===== src/rtl/gpio_port_pkg.sv =====
// Package: shared register map for the eight-bit I/O port.
// Assumes a 3-bit register address; unmapped codes are ignored.
package gpio_port_pkg;
    localparam int ADDR_W = 3;

    typedef enum logic [ADDR_W-1:0] {
        A_PORT  = 3'd0,
        A_LATCH = 3'd1,
        A_DIR   = 3'd2,
        A_ANSEL = 3'd3,
        A_CTRL  = 3'd4
    } gpio_addr_e;
endpackage


===== src/rtl/gpio_sync.sv =====
// Module: multi-stage input synchronizer.
// Passes each bit through STAGES flops; assumes STAGES >= 2.
module gpio_sync #(
    parameter int WIDTH  = 8,
    parameter int STAGES = 2
) (
    input  logic             clk,
    input  logic             rst_n,
    input  logic [WIDTH-1:0] din,
    output logic [WIDTH-1:0] dout
);
    logic [STAGES-1:0][WIDTH-1:0] chain_q;

    // Shift the pad sample through the flop chain.
    always_ff @(posedge clk) begin
        if (!rst_n) chain_q <= '0;
        else        chain_q <= {chain_q[STAGES-2:0], din};
    end

    assign dout = chain_q[STAGES-1];
endmodule


===== src/rtl/gpio_regs.sv =====
// Module: register storage for direction, output latch, analog select
// and the global pull-up control. Assumes writes take effect on the edge
// where wr_en is high; the port and latch addresses both write the latch.
module gpio_regs
    import gpio_port_pkg::*;
#(
    parameter int WIDTH    = 8,
    parameter int ANA_PINS = 5
) (
    input  logic                clk,
    input  logic                rst_n,
    input  logic                cfg_low_digital,
    input  logic [ADDR_W-1:0]   addr,
    input  logic                wr_en,
    input  logic [WIDTH-1:0]    wr_data,
    output logic [WIDTH-1:0]    dir_q,
    output logic [WIDTH-1:0]    latch_q,
    output logic [ANA_PINS-1:0] ansel_q,
    output logic                pu_off_q
);
    logic wr_latch, wr_dir, wr_ansel, wr_ctrl;

    // Decode which register a write targets.
    always_comb begin
        wr_latch = wr_en && (addr == A_PORT || addr == A_LATCH);
        wr_dir   = wr_en && (addr == A_DIR);
        wr_ansel = wr_en && (addr == A_ANSEL);
        wr_ctrl  = wr_en && (addr == A_CTRL);
    end

    // Direction register: all inputs out of reset.
    always_ff @(posedge clk) begin
        if (!rst_n)      dir_q <= '1;
        else if (wr_dir) dir_q <= wr_data;
    end

    // Output data latch: cleared in reset.
    always_ff @(posedge clk) begin
        if (!rst_n)        latch_q <= '0;
        else if (wr_latch) latch_q <= wr_data;
    end

    // Analog select: default chosen by the configuration input during reset.
    always_ff @(posedge clk) begin
        if (!rst_n)        ansel_q <= cfg_low_digital ? '0 : '1;
        else if (wr_ansel) ansel_q <= wr_data[ANA_PINS-1:0];
    end

    // Global pull-up control (1 = pull-ups off), off after reset.
    always_ff @(posedge clk) begin
        if (!rst_n)       pu_off_q <= 1'b1;
        else if (wr_ctrl) pu_off_q <= wr_data[WIDTH-1];
    end
endmodule


===== src/rtl/gpio_pad_ctrl.sv =====
// Module: pad-side control. Drives the enable from the direction bits,
// the value from the latch, and gates the pull-ups per pin.
// Assumes direction 1 = input.
module gpio_pad_ctrl #(
    parameter int WIDTH = 8
) (
    input  logic [WIDTH-1:0] dir_q,
    input  logic [WIDTH-1:0] latch_q,
    input  logic             pu_off_q,
    output logic [WIDTH-1:0] pad_oe,
    output logic [WIDTH-1:0] pad_out,
    output logic [WIDTH-1:0] pad_pu
);
    for (genvar i = 0; i < WIDTH; i++) begin : g_pin
        // Per-pin driver enable, value and pull-up gating.
        always_comb begin
            pad_oe[i]  = ~dir_q[i];
            pad_out[i] = latch_q[i];
            pad_pu[i]  = ~pu_off_q & dir_q[i];
        end
    end
endmodule


===== src/rtl/gpio_read_mux.sv =====
// Module: read-data selection. The port path returns synchronized pins
// with analog pins forced to zero; the latch path returns stored data.
// Assumes ANA_PINS < WIDTH and rd_data is zero without a read strobe.
module gpio_read_mux
    import gpio_port_pkg::*;
#(
    parameter int WIDTH    = 8,
    parameter int ANA_PINS = 5
) (
    input  logic                rd_en,
    input  logic [ADDR_W-1:0]   addr,
    input  logic [WIDTH-1:0]    pin_sync,
    input  logic [WIDTH-1:0]    dir_q,
    input  logic [WIDTH-1:0]    latch_q,
    input  logic [ANA_PINS-1:0] ansel_q,
    input  logic                pu_off_q,
    output logic [WIDTH-1:0]    rd_data
);
    localparam int HI_PINS = WIDTH - ANA_PINS;

    logic [WIDTH-1:0] ana_mask;
    logic [WIDTH-1:0] port_val;

    for (genvar i = 0; i < WIDTH; i++) begin : g_mask
        if (i < ANA_PINS) begin : g_ana
            assign ana_mask[i] = ansel_q[i];
        end else begin : g_dig
            assign ana_mask[i] = 1'b0;
        end
    end

    assign port_val = pin_sync & ~ana_mask;

    // Select the addressed register, or zero.
    always_comb begin
        rd_data = '0;
        if (rd_en) begin
            case (addr)
                A_PORT:  rd_data = port_val;
                A_LATCH: rd_data = latch_q;
                A_DIR:   rd_data = dir_q;
                A_ANSEL: rd_data = {{HI_PINS{1'b0}}, ansel_q};
                A_CTRL:  rd_data = {pu_off_q, {(WIDTH-1){1'b0}}};
                default: rd_data = '0;
            endcase
        end
    end
endmodule


===== src/rtl/gpio_port8.sv =====
// Module: eight-bit bidirectional I/O port top. Joins the registers,
// the input synchronizer, the pad control and the read selection.
// Assumes a single clock domain for the bus; pads are asynchronous.
module gpio_port8
    import gpio_port_pkg::*;
#(
    parameter int WIDTH       = 8,
    parameter int ANA_PINS    = 5,
    parameter int SYNC_STAGES = 2
) (
    input  logic              clk,
    input  logic              rst_n,
    input  logic              cfg_low_digital,
    input  logic [ADDR_W-1:0] addr,
    input  logic              wr_en,
    input  logic [WIDTH-1:0]  wr_data,
    input  logic              rd_en,
    output logic [WIDTH-1:0]  rd_data,
    input  logic [WIDTH-1:0]  pad_in,
    output logic [WIDTH-1:0]  pad_out,
    output logic [WIDTH-1:0]  pad_oe,
    output logic [WIDTH-1:0]  pad_pu
);
    logic [WIDTH-1:0]    dir_q;
    logic [WIDTH-1:0]    latch_q;
    logic [ANA_PINS-1:0] ansel_q;
    logic                pu_off_q;
    logic [WIDTH-1:0]    pin_sync;

    gpio_regs #(.WIDTH(WIDTH), .ANA_PINS(ANA_PINS)) u_regs (
        .clk(clk), .rst_n(rst_n), .cfg_low_digital(cfg_low_digital),
        .addr(addr), .wr_en(wr_en), .wr_data(wr_data),
        .dir_q(dir_q), .latch_q(latch_q), .ansel_q(ansel_q),
        .pu_off_q(pu_off_q)
    );

    gpio_sync #(.WIDTH(WIDTH), .STAGES(SYNC_STAGES)) u_sync (
        .clk(clk), .rst_n(rst_n), .din(pad_in), .dout(pin_sync)
    );

    gpio_pad_ctrl #(.WIDTH(WIDTH)) u_pad (
        .dir_q(dir_q), .latch_q(latch_q), .pu_off_q(pu_off_q),
        .pad_oe(pad_oe), .pad_out(pad_out), .pad_pu(pad_pu)
    );

    gpio_read_mux #(.WIDTH(WIDTH), .ANA_PINS(ANA_PINS)) u_rd (
        .rd_en(rd_en), .addr(addr), .pin_sync(pin_sync), .dir_q(dir_q),
        .latch_q(latch_q), .ansel_q(ansel_q), .pu_off_q(pu_off_q),
        .rd_data(rd_data)
    );
endmodule


===== config.mk =====
export PLATFORM = sky130hd
export DESIGN_NAME = gpio_port8
export DESIGN_NICKNAME = d
export VERILOG_FILES = /design/src/rtl/gpio_port_pkg.sv /design/src/rtl/gpio_sync.sv /design/src/rtl/gpio_regs.sv /design/src/rtl/gpio_pad_ctrl.sv /design/src/rtl/gpio_read_mux.sv /design/src/rtl/gpio_port8.sv
export SDC_FILE = /design/constraint.sdc
export NUM_CORES = 1
export LEC_CHECK = 0
export ABC_AREA = 1
export BUFFER_PORTS_ARGS = -buffer_cell sky130_fd_sc_hd__clkbuf_2
export CAP_MARGIN = 20
export CORE_MARGIN = 2
export CORE_UTILIZATION = 45
export CTS_CLUSTER_DIAMETER = 30
export DETAILED_ROUTE_END_ITERATION = 8
export PLACE_DENSITY = 0.72
export SYNTH_ARGS = -nofsm -noshare
export SYNTH_HDL_FRONTEND = slang
export SYNTH_SLANG_ARGS = --single-unit

===== constraint.sdc =====
create_clock -name clk -period 1.1 [get_ports clk]
set_input_delay 0.055 -clock clk [delete_from_list [all_inputs] [get_ports clk]]
set_output_delay 0.055 -clock clk [all_outputs]
set_load 0.02 [all_outputs]

==> impl_results.md <==
- Outcome: finished, violations left
- Failing checks: negative setup slack
- PwrDens: 1220 nW/um^2
- Row count: 22
- Dpl hpwl: 3.18 mm
- Commonest non-fill, non-tap cells in the layout: nand2_1 (58), clkbuf_2 (40), nor2_1 (39)
- Reg area: 821 sq um
- Count of TritonRoute iterations in the first routing pass: 4
- Yosys warns: 0
- Crit path from: u_regs.ansel_q[4]
- Post-DRT Antenna Nets: 0
- Total track usage: 21.2%
- Worst setup SP type: register
- Area occupied by multi-input gates: 737 sq um
- Pin count of the biggest net entering global routing: 17
- Clock Pin Slew Worst Setup and Hold Paths: 70 ps
- Nets: 342
- CP Max Fanout: 2
- Synth-to-layout area growth: 37.0%
- Buf/Inv on CP: 1
- Die height: 66.1 um
- FILL cells: 356
- Mapped Avg Cell Area: 7.15 sq um
- Gr ovfl total: 0
- Core area: 3690 sq um
- Setup WS pre-CTS: 1.26 ps
- RSZ-0062 raised after global routing: true
- # setup viols final: 6
- Die X: 66.1 um
- Reg-to-reg startpoint: u_regs.latch_q[6]
- Root buffer cell: clkbuf_8
- CTS tree: yes
- Share of layout cells above drive strength 1: 31.7%
- CTS sink cnt: 38
- Mapped Area: 1740 sq um
- Detailed Route WL: 4.31 mm
- Synth Register Bits: 38
- DR iter-0 viols: 56
- Worst path cell trace: nor2_1 > nand3_1 > nand2_1 > nor2_1 > nor2_1 > buf_4
- Post-route DRC: 0
- Max-cap violations: 0
- Min Tclk post-route: 1310 ps
- Final period util: 119%
- WHS Path Cells: 3
- Initial antenna violation count: 0
- First-pass GRT wire length: 6.99 mm
- Worst Path Arrival: 1250 ps
- Final instance area: 2380 sq um
- Worst min-delay path startpoint: wr_data[4]
- Crit path capture type: primary output
- Wirelength per Cell: 11.7 um
- R2R cell count: 4
- Worst Skew: 2.75 ps
- I/O Buffers: 55
- Via-to-Cell Ratio: 4.77
- CTS buffer count: 5
- CP max stage delay: 400 ps
- Setup ws final: -205 ps
- Worst Tran Pin Value: 278 ps
- Commonest non-fill, non-tap cell in the layout: nand2_1
- Worst path slowest cell: edfxtp_1
- Final Max Slew Viols: 0
- Worst Path Required: 1040 ps
- Initial core utilization: 47.1%
- ANT cells: 0
- Hold Vio Cnt, Final: 0
- Synth unique cells: 18
- Leakage power: 1.37 nW
- Vias in the first global route: 1579
- Post-synthesis sequential area ratio: 46.7%
- Most common cell on crit path: nor2_1
- Mapped Nets: 267
- Clk_lat worst skew: 280 ps
- CP delay by family, top: simple AND/OR/NAND/NOR gates
- Worst hold-check path type: primary input to register
- I/O pin cnt: 56
- H-tree levels: 2
- WS Path Type: register to primary output
- Peak Freq: 766 MHz
- Via count: 1749
- Max clock buf depth: 2
- Area of the die: 4380 sq um
- Placement-stage cell area: 2100 sq um
- Slew HR: 81.5%
- Placer Congestion: 0.837
- Cells after synthesis: 243
- Max VDD drop: 1.13 mV
- Setup tns final: -728 ps
- Instance count on the critical path: 6
- PnR Total Power: 2.91 mW
## area by class of cell
type	count	area share, %
clock inverter	2	0.420
tap	48	2.52
inverter	37	6.04
clock buffer	6	3.05
sequential	38	34.5
multi-input combinational	157	31.0
timing repair buffer	79	22.5
## worst register-to-register path, cell delays in order (launching register included)
cell	delay, ps
dfxtp_2	330
buf_4	120
buf_4	120
nor2_1	90
nor2_1	50
## per-layer routing
layer / global-route usage (%) / vias to the layer above / part of all wire, %
li1: - / 902 / -
met1: 27.2 / 784 / 43
met2: 35.0 / 55 / 50
met3: 3.24 / 8 / 5.5
met4: 9.44 / 0 / 2.0
met5: 0 / - / 0
## power breakdown
part / internal [mW] / leakage [nW] / switching (mW) / total [mW]
registers: 1.49 / 0.320 / 0.0405 / 1.53
clock network: 0.439 / 0.0450 / 0.450 / 0.888
logic: 0.205 / 1.01 / 0.293 / 0.498
## synthesized netlist by cell type
| master | count | share of area (%) |
|---|---|---|
| edfxtp_1 | 5 | 8.6 |
| inv_1 | 32 | 6.9 |
| buf_4 | 2 | 0.86 |
| buf_2 | 4 | 1.2 |
| clkbuf_1 | 3 | 0.65 |
| nand3_4 | 1 | 1.0 |
| or2_2 | 1 | 0.36 |
| dfxtp_1 | 33 | 38 |
| buf_6 | 2 | 1.3 |
| nor2_1 | 42 | 9.1 |
| nand2_2 | 1 | 0.36 |
| nand3_1 | 37 | 11 |
| nand2_1 | 58 | 13 |
| nor2_8 | 2 | 2.3 |
| inv_2 | 4 | 0.86 |
| nand4_1 | 7 | 2.5 |
| o21ai_0 | 8 | 2.3 |
| clkinv_4 | 1 | 0.50 |
## cell families after synthesis
| group | count (synthesis) | synth area share (%) |
|---|---|---|
| AND/OR/NAND/NOR | 149 | 38.8 |
| flip-flops | 38 | 46.7 |
| AO/OA/AOI/OAI | 8 | 2.30 |
| buffers and inverters | 48 | 12.2 |
## stage by stage
stage | std cells | utilization, % | hold WS, ps
6_report | 367 | 64.6 | 17.4
5_1_grt | 367 | 64.6 | 33.5
4_1_cts | 365 | 63.1 | 20.3
3_5_place_dp | 346 | 56.9 | 240
3_3_place_gp | 346 | 56.9 | 235
2_1_floorplan | 243 | - | 153
## path summary, 6_finish.rpt
check | end | slack [ps]
setup / recovery | rd_data[4] | -210
hold / removal | u_regs.dir_q[4] | 20
setup reg to reg | u_regs.latch_q[6] | 270
hold reg to reg | u_sync.dout[7] | 410
## repair_timing
item	4_1_cts	5_1_grt
hold buffers	10	0
buffers inserted	1	2
endpoints found under the hold margin	10	0
setup endpoints to repair	9	16
resized for setup	17	27
pin swaps	7	5
## registers in the layout, summed over array words and instances, names as in the netlist
register and cells:
u_regs.latch_q 8, u_regs.dir_q 8, u_sync.chain_q 8, u_regs.pu_off_q 1
u_sync.dout 8, u_regs.ansel_q 5
Power figures use the tool's default switching activity.
